## config.mk

```make
export PLATFORM = sky130hd
export DESIGN_NAME = dpc_arbiter
export DESIGN_NICKNAME = d
export VERILOG_FILES = /design/src/rtl/dpc_pkg.sv /design/src/rtl/dpc_port_track.sv /design/src/rtl/dpc_addr_cmp.sv /design/src/rtl/dpc_owner_core.sv /design/src/rtl/dpc_arbiter.sv
export SDC_FILE = /design/constraint.sdc
export NUM_CORES = 1
export LEC_CHECK = 0
export ABC_AREA = 1
export BUFFER_PORTS_ARGS = -buffer_cell sky130_fd_sc_hd__buf_2
export CAP_MARGIN = 15
export CORE_MARGIN = 2
export CORE_UTILIZATION = 30
export CTS_BUF_LIST = sky130_fd_sc_hd__clkbuf_8
export DETAILED_ROUTE_END_ITERATION = 12
export GPL_TIMING_DRIVEN = 0
export PLACE_DENSITY_LB_ADDON = 0.12
export SLEW_MARGIN = 20
export SYNTH_ARGS = -nofsm -noshare
export SYNTH_HDL_FRONTEND = slang
export SYNTH_SLANG_ARGS = --single-unit
```

## constraint.sdc

```tcl
create_clock -name clk -period 3.8 [get_ports clk]
set_clock_uncertainty 0.2 [all_clocks]
set_input_delay 0.19 -clock clk [delete_from_list [all_inputs] [get_ports clk]]
set_output_delay 0.19 -clock clk [all_outputs]
set_load 0.01 [all_outputs]
```

## src/rtl/dpc_pkg.sv

```systemverilog
package dpc_pkg;
  typedef enum logic [1:0] {
    OWN_NONE = 2'd0,
    OWN_A    = 2'd1,
    OWN_B    = 2'd2
  } own_e;
endpackage

```

## src/rtl/dpc_port_track.sv

```systemverilog
// Remembers one port's activity and address from the previous cycle.
module dpc_port_track #(
  parameter int ADDR_W = 16
) (
  input  logic              clk,
  input  logic              rst_n,
  input  logic              en,
  input  logic              vld,
  input  logic [ADDR_W-1:0] addr,
  output logic              act,
  output logic              settled
);
  logic              act_q;
  logic [ADDR_W-1:0] addr_q;

  assign act     = en & vld;
  assign settled = act & act_q & (addr == addr_q);

  always_ff @(posedge clk or negedge rst_n) begin
    if (!rst_n) begin
      act_q  <= 1'b0;
      addr_q <= '0;
    end else begin
      act_q  <= act;
      addr_q <= addr;
    end
  end
endmodule

```

## src/rtl/dpc_addr_cmp.sv

```systemverilog
// Full-width equality, built from per-bit agreement.
module dpc_addr_cmp #(
  parameter int ADDR_W = 16
) (
  input  logic [ADDR_W-1:0] x,
  input  logic [ADDR_W-1:0] y,
  output logic              eq
);
  logic [ADDR_W-1:0] agree;
  for (genvar i = 0; i < ADDR_W; i++) begin : g_bit
    assign agree[i] = ~(x[i] ^ y[i]);
  end
  assign eq = &agree;
endmodule

```

## src/rtl/dpc_owner_core.sv

```systemverilog
// Chooses and holds the collision winner; toggles tie priority.
module dpc_owner_core
  import dpc_pkg::*;
(
  input  logic clk,
  input  logic rst_n,
  input  logic coll,
  input  logic set_a,
  input  logic set_b,
  output own_e win
);
  own_e own_q;
  logic pri_q;   // 0: A wins next tie, 1: B wins next tie
  logic tie;

  always_comb begin
    tie = 1'b0;
    win = OWN_NONE;
    if (coll) begin
      if (own_q != OWN_NONE)     win = own_q;
      else if (set_a && !set_b)  win = OWN_A;
      else if (set_b && !set_a)  win = OWN_B;
      else begin
        tie = 1'b1;
        win = pri_q ? OWN_B : OWN_A;
      end
    end
  end

  always_ff @(posedge clk or negedge rst_n) begin
    if (!rst_n) begin
      own_q <= OWN_NONE;
      pri_q <= 1'b0;
    end else begin
      own_q <= win;
      if (tie) pri_q <= ~pri_q;
    end
  end

  // a resolved tie flips the preference for the next one
  a_r5_tie_flip: assert property (@(posedge clk) disable iff (!rst_n)
    tie |=> (pri_q != $past(pri_q)));
  // an uninterrupted collision keeps its winner
  a_r6_hold: assert property (@(posedge clk) disable iff (!rst_n)
    (coll && $past(coll) && $past(win) != OWN_NONE) |-> (win == $past(win)));
endmodule

```

## src/rtl/dpc_arbiter.sv

```systemverilog
module dpc_arbiter
  import dpc_pkg::*;
#(
  parameter int ADDR_W = 16
) (
  input  logic              clk,
  input  logic              rst_n,
  input  logic              a_en,
  input  logic              a_vld,
  input  logic [ADDR_W-1:0] a_addr,
  input  logic              a_wr,
  input  logic              b_en,
  input  logic              b_vld,
  input  logic [ADDR_W-1:0] b_addr,
  input  logic              b_wr,
  output logic              a_busy_n,
  output logic              b_busy_n,
  output logic              a_wr_go,
  output logic              b_wr_go
);
  localparam int NPORT = 2;

  logic [NPORT-1:0]             en_v, vld_v, act_v, set_v;
  logic [NPORT-1:0][ADDR_W-1:0] addr_v;
  logic                         addr_eq, coll;
  own_e                         win;

  assign en_v   = {b_en, a_en};
  assign vld_v  = {b_vld, a_vld};
  assign addr_v = {b_addr, a_addr};

  for (genvar p = 0; p < NPORT; p++) begin : g_port
    dpc_port_track #(.ADDR_W(ADDR_W)) u_trk (
      .clk(clk), .rst_n(rst_n), .en(en_v[p]), .vld(vld_v[p]),
      .addr(addr_v[p]), .act(act_v[p]), .settled(set_v[p])
    );
  end

  dpc_addr_cmp #(.ADDR_W(ADDR_W)) u_cmp (.x(a_addr), .y(b_addr), .eq(addr_eq));

  assign coll = addr_eq & (&act_v);

  dpc_owner_core u_core (
    .clk(clk), .rst_n(rst_n), .coll(coll),
    .set_a(set_v[0]), .set_b(set_v[1]), .win(win)
  );

  assign a_busy_n = (win != OWN_B);
  assign b_busy_n = (win != OWN_A);
  assign a_wr_go  = a_wr & a_busy_n;
  assign b_wr_go  = b_wr & b_busy_n;

  // never both busy
  a_r9_exclusive: assert property (@(posedge clk) disable iff (!rst_n)
    a_busy_n || b_busy_n);
  // busy only with equal addresses
  a_r2_no_busy_on_mismatch: assert property (@(posedge clk) disable iff (!rst_n)
    (a_addr != b_addr) |-> (a_busy_n && b_busy_n));
  // busy released when a port goes inactive
  a_r7_release: assert property (@(posedge clk) disable iff (!rst_n)
    !(a_en && a_vld && b_en && b_vld) |-> (a_busy_n && b_busy_n));
  // a settled port facing a newcomer wins
  a_r3_first_wins: assert property (@(posedge clk) disable iff (!rst_n)
    ($past(a_en && a_vld) && !$past(b_en && b_vld) && $stable(a_addr)
     && a_en && a_vld && b_en && b_vld && a_addr == b_addr) |-> !b_busy_n);
  // write suppressed exactly while busy
  a_r8_gate: assert property (@(posedge clk) disable iff (!rst_n)
    !a_busy_n |-> !a_wr_go);
endmodule

```

==> results.json, run 1 <==
{
  "setup_tns_ns": 0,
  "startpoint_type": "input port",
  "power_density_mw_per_mm2": 301,
  "area_growth_pct": 37.2,
  "drive_gt1_share_pct": 17.6,
  "ys_types": 28,
  "fin_crit_sh_pct": 76.2,
  "worst_slack_ns": 0.906,
  "routed-via-count": 1894,
  "worst_r2r_path_depth": 8,
  "clkSlewWorstSetupHoldPaths_ns": 0.07,
  "min_period_ns": 2.89,
  "chipHeight_um": 86.8,
  "die_area_mm2": 0.00754,
  "cts_tree": "built",
  "seq_power_share_pct": 49.3,
  "fin_area_mm2": 0.00282,
  "p_comb_share_pct": 19.8,
  "status": "finished clean",
  "setup_viol": 0,
  "grt_pass1_wl_um": 8510,
  "gpl.final_weighted_congestion": 0.819,
  "grt_pass1_vias": 1809,
  "fmax_mhz": 346,
  "dr.pass1.iters": 4,
  "hold_depth": 2,
  "grt_max_degree": 38,
  "core_mm2": 0.00672,
  "initial_core_util_pct": 30.6,
  "rows": 30,
  "rsz0062_at_grt": "no",
  "worstPathRequired_ns": 3.41,
  "finalPower_uw": 851,
  "switching_share_pct": 28.0,
  "cts_hold_buf": 37,
  "critPathMaxFanout": 4,
  "hold_violations": 0,
  "p_sw_uw": 238,
  "final_core_util_pct": 42.0,
  "numCtsBuffers": 5,
  "hold_class": "reg -> reg",
  "post-place-ws_ns": 1.41,
  "cts_root_buffer": "clkbuf_8",
  "post_synth_instance_area_mm2": 0.00206,
  "insertion_delay_ns": 0.29,
  "syn_nets": 312,
  "wire_per_inst_um": 11.6,
  "grt_use_total_pct": 14.8,
  "power_leakage_nw": 1.46,
  "cts_resized": 0,
  "placed_cell_area_mm2": 0.00237,
  "finalWirelength_um": 5100,
  "overflow": 0,
  "dp_cells": 393,
  "cts.sink_count": 37,
  "io_pins": 44,
  "slew_headroom_pct": 43.9,
  "drtAntennaViolNets": 0,
  "p_int_uw": 612,
  "vdd_drop_max_v": 0.000199,
  "worst_setup_path_end_kind": "primary output",
  "power.share.clock_pct": 30.9,
  "whs_ns": 0.325,
  "setup.worst_path.class": "in -> out",
  "htreeDepth": 2,
  "drv_cap": 0,
  "instances_no_fill": 438,
  "dp_hpwl_um": 3920,
  "io_buffers": 43,
  "critPathArrivalTime_ns": 2.50,
  "fin_nets": 399,
  "num-fill-cells": 689,
  "clk_path_buf_depth": 2,
  "netlist_instances": 270,
  "drc": 0,
  "cts_setup_buffers": 0,
  "finalMaxSlewViolations": 0,
  "die_w_um": 86.8,
  "ys_seq_area_share_pct": 45.0,
  "synth-seq-cells": 37,
  "avgSynthCellArea_um2": 7.62,
  "tightest_slew_ns": 0.842,
  "vias_per_cell": 4.32,
  "antenna_found_initial": 0,
  "drt_iter0_drc": 68,
  "yosysWarnings": 0,
  "n_antenna_cell": 0
}
state kept, by name (all words and copies together), names as in the netlist:
register and flops:
g_port.u_trk.addr_q 32, u_core.pri_q 1, u_core.own_q 2, g_port.u_trk.act_q 2
critical path, cell delays in order:
cell	delay, ns
dlygate4sd3_1	0.52
buf_2	0.14
inv_1	0.09
nand2_1	0.08
nand2_1	0.06
nor2_1	0.09
o2111ai_1	0.12
nor2_1	0.19
nand3b_1	0.10
ha_1	0.19
o21bai_1	0.12
inv_1	0.07
a21oi_1	0.16
inv_1	0.07
nor2_2	0.12
nor2_1	0.05
buf_2	0.13
cell usage after synthesis, drive strengths merged:
master   count  area share (%)
a221oi       2             1.5
a21boi       2            0.73
nor2        41             8.0
nand3b       2            0.73
dfrtp       37              45
nand3        9             2.4
inv         46             8.4
nand2       81              15
xnor2        9             3.8
xor2         7             3.0
nor3b        1            0.36
or2          4             1.2
clkinv       1            0.18
o22ai        6             1.8
o21bai       1            0.36
a211oi       1            0.36
o21ai        4            0.97
o2111ai      1            0.43
nand4        5             1.5
ha           2             1.2
a22o         3             1.3
nor3         1            0.79
a21oi        4            0.97
final cells by class:
| class | count | area [um^2] | area share (%) |
|---|---|---|---|
| multi-input cells | 186 | 956 | 33.9 |
| clock inverters | 3 | 11.3 | 0.399 |
| repair buffers | 80 | 586 | 20.7 |
| flip-flops and latches | 37 | 926 | 32.8 |
| inverters | 47 | 176 | 6.25 |
| clock buffers | 5 | 68.8 | 2.44 |
| well taps | 80 | 100 | 3.54 |
path summary, 6_finish.rpt:
| kind | start | end | slack, ns |
|---|---|---|---|
| max | a_addr[1] | b_wr_go | 0.91 |
| min | u_core.pri_q | u_core.pri_q | 0.32 |
| max reg2reg | g_port[1].u_trk.addr_q[12] | u_core.pri_q | 1.64 |
| min reg2reg | u_core.pri_q | u_core.pri_q | 0.32 |
| max in group asynchronous | rst_n | g_port[0].u_trk.addr_q[7] | 2.53 |
| min in group asynchronous | rst_n | g_port[0].u_trk.addr_q[0] | 0.34 |
power groups by stage:
stage          Combinational (mW)  Clock (mW)  Sequential [mW]
6_report                    0.168       0.263            0.420
5_1_grt                     0.191       0.294            0.422
4_1_cts                     0.171       0.273            0.420
3_5_place_dp                0.141           0            0.427
3_3_place_gp                0.141           0            0.427
2_1_floorplan              0.0780           0            0.426
kinds of logic (layout without fill, tap and decap cells):
| group | count (synthesis) | in the layout | synth area share (%) |
|---|---|---|---|
| DFF | 37 | 37 | 45.0 |
| AOI/OAI and AO/OA | 24 | 24 | 8.39 |
| xor gates and xnor gates | 16 | 16 | 6.81 |
| and+or+nand+nor | 144 | 144 | 30.0 |
| adders and majority gates | 2 | 2 | 1.22 |
| buffers and inverters | 47 | 135 | 8.57 |
layer usage:
metal	track usage, %	wire [um]	part of all wire, %	up-vias
met3	2.57	116	2.3	8
met1	19.9	2550	50	853
met4	5.11	74	1.5	0
li1	-	-	-	1007
met5	0	0	0	-
met2	23.9	2360	46	26
cell usage in the layout (no fill, tap or decap):
master / instances
xor2_1: 7
clkbuf_8: 5
nand2_1: 79
or2_2: 2
o21bai_1: 1
a21oi_1: 4
inv_2: 3
dfrtp_1: 37
nor3_4: 1
nand2_2: 2
nand4_1: 5
o2111ai_1: 1
a211oi_1: 1
xnor2_1: 9
or2_1: 2
ha_1: 2
o21ai_0: 4
clkinv_1: 1
nor3b_1: 1
nor2_2: 4
a21boi_0: 2
nand3_1: 8
inv_1: 46
nand3_2: 1
dlygate4sd3_1: 37
nor2_1: 37
o22ai_1: 6
a221oi_2: 2
a22o_1: 3
nand3b_1: 2
buf_2: 43
No activity file was read; power rests on OpenSTA's default activity.
==> run 2: changes to the inputs <==
--- a/config.mk
+++ b/config.mk
@@ -5,7 +5,7 @@
 export SDC_FILE = /design/constraint.sdc
 export NUM_CORES = 1
 export LEC_CHECK = 0
-export ABC_AREA = 1
+export ABC_AREA = 0
 export BUFFER_PORTS_ARGS = -buffer_cell sky130_fd_sc_hd__buf_2
 export CAP_MARGIN = 15
 export CORE_MARGIN = 2
==> constraint.sdc (replaced) <==
create_clock -name clk -period 2.8 [get_ports clk]
set_clock_uncertainty 0.2 [all_clocks]
set_input_delay 0.14 -clock clk [delete_from_list [all_inputs] [get_ports clk]]
set_output_delay 0.14 -clock clk [all_outputs]
set_load 0.01 [all_outputs]
==> run 2 against run 1 <==
Largest power group unchanged. Synthesized cell count shrank 54%. Via count down 35%. Utilization is 7.1 points higher. Non-clock buffer count up 6. First-iteration DRC count fell by 49%. The run now ends with setup timing left. Sequential power up 36%. Synthesized area decreased by 23%. Setup slack got worse by 1.3 ns. Wire length fell by 24%. Critical path depth is 6 lower. Design area is 11% lower. Global-route usage fell by 0.51 points.
==> results.json, run 2 <==
{
  "status": "finished with violations",
  "violations": "setup timing",
  "drt_iter0_drc": 35,
  "htreeDepth": 2,
  "synth-async-reset-ratio_pct": 100,
  "overflow": 0,
  "initial_core_util_pct": 31.1,
  "grt_max_degree": 38,
  "io_pins": 44,
  "routed-via-count": 1227,
  "startpoint_type": "flip-flop",
  "min_period_ns": 3.22,
  "wire_per_inst_um": 13.4,
  "vias_per_cell": 4.25,
  "synth.area.top_cells": "dfrtp_1 58%, xnor2_1 23%, nand4_1 3.9%, xor2_1 3.9%, and2_1 1.6%",
  "yosysWarnings": 0,
  "io_buffers": 43,
  "numCtsBuffers": 5,
  "antenna_found_initial": 0,
  "clk_path_buf_depth": 2,
  "finalMaxSlewViolations": 0,
  "instances_no_fill": 289,
  "ys_seq_area_share_pct": 58.2,
  "finalPower_mw": 1.20,
  "cp_common_cell": "nor2_1",
  "chipHeight_um": 76.8,
  "setup_tns_ns": -1.69,
  "dp_cells": 238,
  "grt_use_total_pct": 14.3,
  "power_leakage_nw": 1.07,
  "setup_viol": 5,
  "grt_pass1_wl_um": 6510,
  "grt_pass1_vias": 1409,
  "synth-main-ff-cell": "dfrtp_1",
  "final_common_cell": "buf_2",
  "clkSlewWorstSetupHoldPaths_ns": 0.08,
  "die_w_um": 76.8,
  "synth_commonest_cells": "42 x xnor2_1, 37 x dfrtp_1, 10 x nand4_1, 7 x xor2_1, 6 x nor2_1",
  "dr.pass1.iters": 4,
  "worst_slack_ns": -0.424,
  "drtAntennaViolNets": 0,
  "synth_edf_count": 0,
  "fin_nets": 260,
  "netlist_instances": 125,
  "rsz0062_at_grt": "yes",
  "drv_cap": 0,
  "synth-seq-cells": 37,
  "hold_depth": 6,
  "avgSynthCellArea_um2": 12.7,
  "setup.worst_path.class": "reg -> out",
  "cts_root_buffer": "clkbuf_8",
  "critPathArrivalTime_ns": 2.88,
  "post-place-ws_ns": -0.262,
  "insertion_delay_ns": 0.29,
  "drc": 0,
  "critPathMaxStageDelay_ns": 0.49,
  "gpl.final_weighted_congestion": 0.770,
  "yosysTopAreaCell": "dfrtp_1",
  "largest_reg_flops": 32,
  "reg.largest.list": "g_port.u_trk.addr_q x32, g_port.u_trk.act_q x2, u_core.own_q x2",
  "hold_class": "in -> reg",
  "fmax_mhz": 310,
  "worst_setup_path_end_kind": "primary output",
  "cts.sink_count": 37,
  "critPathMaxFanout": 2,
  "regMostFlops": "g_port.u_trk.addr_q",
  "synthMostInstantiatedCell": "xnor2_1",
  "finalWirelength_um": 3880,
  "worstPathRequired_ns": 2.46,
  "fin_crit_sh_pct": 115,
  "die_area_mm2": 0.00590,
  "hold_violations": 0,
  "vdd_drop_max_v": 0.000303,
  "post_synth_instance_area_mm2": 0.00159,
  "whs_ns": 0.213,
  "cp_cell_sequence": "xnor2_2 > nand4_1 > or4_1 > or4_4 > ha_4 > o21bai_4 > nor2_1 > nor2_1 > nand3_1 > and2_1 > buf_2",
  "netlist.area_leader.share_pct": 58.2,
  "drive_gt1_share_pct": 32.4,
  "core_mm2": 0.00511,
  "rows": 26,
  "n_antenna_cell": 0,
  "area_growth_pct": 57.9,
  "worst_r2r_path_depth": 15,
  "slew_headroom_pct": 43.8,
  "dp_hpwl_um": 2650,
  "cts_tree": "built",
  "syn_nets": 167,
  "power_density_mw_per_mm2": 476,
  "ys_types": 16,
  "final_cell_mix": "43 x buf_2, 39 x xnor2_1, 37 x dfrtp_1",
  "crit_slowest_cell": "or4_1",
  "tightest_slew_ns": 0.843
}
-- run 2: timing repair --
action / in CTS / in global routing
pin swaps: 15 / 1
buffers inserted: 7 / 1
setup endpoints to repair: 4 / 5
gates resized for setup: 14 / 4
endpoints found under the hold margin: 71 / 1
hold buffers: 34 / 1
-- run 2: through the flow --
stage | util (%) | instance area (um^2)
after detailed placement | 37.1 | 1890
after floorplan | - | 1590
after CTS | 48.4 | 2470
final | 49.2 | 2510
after global placement | 37.1 | 1890
after global routing | 49.2 | 2510
-- run 2: path summary, 6_finish.rpt --
check | start | slack, ns | to
max | g_port[0].u_trk.addr_q[12] | -0.42 | b_wr_go
max reg2reg | g_port[1].u_trk.addr_q[7] | -0.31 | u_core.own_q[0]
min in group asynchronous | rst_n | 0.29 | g_port[0].u_trk.addr_q[12]
max in group asynchronous | rst_n | 1.57 | u_core.own_q[1]
min | a_addr[0] | 0.21 | u_core.own_q[0]
min reg2reg | u_core.pri_q | 0.35 | u_core.pri_q
-- run 2: final cells by class --
| class | instances | area [um^2] |
|---|---|---|
| timing repair buffer | 86 | 648 |
| sequential | 37 | 926 |
| clock inverter | 3 | 42.5 |
| tap | 70 | 87.6 |
| fill | 482 | 2600 |
| clock buffer | 5 | 68.8 |
| multi-input combinational | 85 | 727 |
| inverter | 3 | 11.3 |
-- run 2: metal layers --
metal | share of wire (%) | vias to the layer above | routed length [um] | track usage, %
met2 | 55 | 31 | 2130 | 24.9
met3 | 4.1 | 4 | 158 | 4.00
li1 | - | 599 | - | -
met4 | 1.3 | 0 | 51 | 4.73
met5 | 0 | - | 0 | 0
met1 | 40 | 593 | 1540 | 16.9
-- run 2: cell families after synthesis --
| logic type | share of synthesized area [%] |
|---|---|
| buffers and inverters | 0.708 |
| DFF | 58.2 |
| xor gates and xnor gates | 27.0 |
| AOI/OAI and AO/OA | 0.787 |
| adders and majority gates | 1.57 |
| and+or+nand+nor | 11.7 |
-- run 2: power by group --
part	total, mW	switching [mW]	internal, mW
clock network	0.449	0.185	0.264
registers	0.571	0.0119	0.559
logic	0.176	0.0745	0.102
total	1.20	0.272	0.924
-- run 2: critical path: cells and delay by family (launching register included) --
family                   cells  cell delay (ns)
buffers and inverters        1             0.13
flip-flops                   1             0.40
XOR/XNOR                     1             0.14
AND/OR/NAND/NOR              7             1.59
AO/OA/AOI/OAI                1             0.14
adder cells (fa/ha/maj)      1             0.18
==> run 3: changes to the inputs <==
--- a/config.mk
+++ b/config.mk
@@ -14,6 +14,7 @@
 export DETAILED_ROUTE_END_ITERATION = 12
 export GPL_TIMING_DRIVEN = 0
 export PLACE_DENSITY_LB_ADDON = 0.12
+export SETUP_SLACK_MARGIN = 0.2
 export SLEW_MARGIN = 20
 export SYNTH_ARGS = -nofsm -noshare
 export SYNTH_HDL_FRONTEND = slang
==> run 3 against run 2 <==
The run still ends with setup timing left. Design area is 2.7% lower. Global-route usage is 0.81 points lower. Clock-buffer cell count stayed put. Wire length is 4.8% lower. Final cell count is 1.7% lower. Critical path depth is 1 lower. Clock power is 21% lower. Via count is 1.8% lower. Non-clock buffer count is 5 lower. Setup slack better by 0.045 ns. Total power is 7.9% lower. Critical path type unchanged. Largest power group unchanged. Highest routed layer unchanged.
==> results.json, run 3 (synthesized netlist as in run 2, its figures left out) <==
{
  "min_period_ns": 3.18,
  "startpoint_type": "flip-flop",
  "worst_r2r_startpoint": "g_port[1].u_trk.addr_q[6]",
  "hold_violations": 0,
  "fin_nets": 255,
  "power_leakage_nw": 1.03,
  "drive_gt1_share_pct": 32.2,
  "die_w_um": 76.8,
  "drt_iter0_drc": 29,
  "hold_depth": 6,
  "num-fill-cells": 490,
  "htreeDepth": 2,
  "fin_crit_sh_pct": 114,
  "worst_slack_ns": -0.379,
  "status": "finished with violations",
  "whs_ns": 0.224,
  "cts_tree": "built",
  "regMostFlops": "g_port.u_trk.addr_q",
  "finalWirelength_um": 3690,
  "die_area_mm2": 0.00590,
  "area_growth_pct": 53.7,
  "tightest_slew_ns": 0.840,
  "whs_endpoint": "u_core.pri_q",
  "drtAntennaViolNets": 0,
  "worstPathRequired_ns": 2.46,
  "worst_r2r_endpoint": "u_core.own_q[0]",
  "worst_r2r_path_depth": 10,
  "initial_core_util_pct": 31.1,
  "io_buffers": 43,
  "n_antenna_cell": 0,
  "critPathArrivalTime_ns": 2.84,
  "overflow": 0,
  "antenna_found_initial": 0,
  "grt_use_total_pct": 13.5,
  "largest_reg_flops": 32,
  "vdd_drop_max_v": 0.000307,
  "setup.worst_path.class": "reg -> out",
  "slew_headroom_pct": 44.0,
  "cts.sink_count": 37,
  "violations": "setup timing",
  "multi_input_area_um2": 732,
  "critPathMaxFanout": 2,
  "dp_cells": 238,
  "rsz0062_at_grt": "yes",
  "finalPower_mw": 1.10,
  "finalMaxSlewViolations": 0,
  "regArea_um2": 926,
  "hold_start": "a_addr[15]",
  "dp_hpwl_um": 2580,
  "dr.pass1.iters": 3,
  "rows": 26,
  "r2r_setup_slack_ns": 0.08,
  "setup_viol": 4,
  "worst_setup_path_end_kind": "primary output",
  "power_density_mw_per_mm2": 451,
  "chipHeight_um": 76.8,
  "core_mm2": 0.00511,
  "clkSlewWorstSetupHoldPaths_ns": 0.07,
  "cts_root_buffer": "clkbuf_8",
  "clk_path_buf_depth": 2,
  "insertion_delay_ns": 0.29,
  "drv_cap": 0,
  "grt_pass1_vias": 1344,
  "vias_per_cell": 4.24,
  "routed-via-count": 1205,
  "wire_per_inst_um": 13.0,
  "placed_cell_area_mm2": 0.00190,
  "hold_class": "in -> reg",
  "numCtsBuffers": 5,
  "reg.largest.list": "g_port.u_trk.addr_q x32, g_port.u_trk.act_q x2, u_core.own_q x2",
  "io_pins": 44,
  "fin_area_mm2": 0.00244,
  "drc": 0,
  "final_cell_mix": "41 x buf_2, 40 x xnor2_1, 37 x dfrtp_1",
  "gpl.final_weighted_congestion": 0.774,
  "final_common_cell": "buf_2",
  "grt_pass1_wl_um": 6150,
  "grt_max_degree": 38,
  "instances_no_fill": 284,
  "fmax_mhz": 315
}
==> run 3: cell types whose count changed in the layout (fill, tap and decap cells not counted), sizes merged <==
cell,previous run,this run
buf,51,46
bufinv,1,0
clkinv,1,2
==> run 3: power by group <==
part	switching (mW)	total, mW	internal, mW
combinational	0.0736	0.177	0.104
sequential	0.0114	0.571	0.559
clock	0.185	0.354	0.169
==> run 3: timing repair <==
item / 4_1_cts / 5_1_grt
hold buffers: 35 / 0
endpoints found under the setup margin: 6 / 7
setup buffers: 1 / 2
resized for setup: 9 / 6
hold endpoints to repair: 71 / 0
pin swaps: 9 / 7
gates cloned: 0 / 0
==> run 3: layer usage <==
| metal | vias up | wire, um | track usage [%] |
|---|---|---|---|
| met5 | - | 0 | 0 |
| met4 | 0 | 58 | 4.00 |
| met3 | 7 | 158 | 4.24 |
| met2 | 27 | 1910 | 23.1 |
| met1 | 584 | 1560 | 16.2 |
| li1 | 587 | - | - |
==> run 3: worst max-delay path by stage <==
stage / start / endpoint / depth (start not counted)
after global routing: g_port[1].u_trk.addr_q[6] / a_wr_go / 10
after CTS: g_port[1].u_trk.addr_q[7] / a_wr_go / 10
after detailed placement: g_port[1].u_trk.addr_q[6] / a_wr_go / 10
final: g_port[1].u_trk.addr_q[6] / a_wr_go / 10
after floorplan: g_port[1].u_trk.addr_q[10] / a_wr_go / 9
after global placement: g_port[1].u_trk.addr_q[6] / a_wr_go / 10
==> run 3: through the flow <==
step | setup slack [ns] | TNS (ns) | utilization (%)
6_report | -0.379 | -1.26 | 47.8
2_1_floorplan | 0.104 | 0 | -
3_5_place_dp | -0.223 | -0.444 | 37.2
4_1_cts | -0.418 | -1.39 | 47.0
5_1_grt | -0.538 | -1.90 | 47.8
3_3_place_gp | -0.206 | -0.425 | 37.2
==> run 3: critical path, stage by stage (launching register included) <==
cell and delay, ns:
dfrtp_1 0.40, xnor2_2 0.17, nand4_1 0.14, or4_4 0.50
or4_4 0.47, ha_4 0.18, o21bai_4 0.16, a21oi_2 0.16
nand3_2 0.10, and2_4 0.17, buf_6 0.11
==> run 3: cell type report <==
class                           count  area share (%)
Multi-Input combinational cell     85            30.0
Clock inverter                      3           0.563
Inverter                            3           0.461
Clock buffer                        5            2.82
Tap cell                           70            3.58
Timing Repair Buffer               81            24.7
Sequential cell                    37            37.9
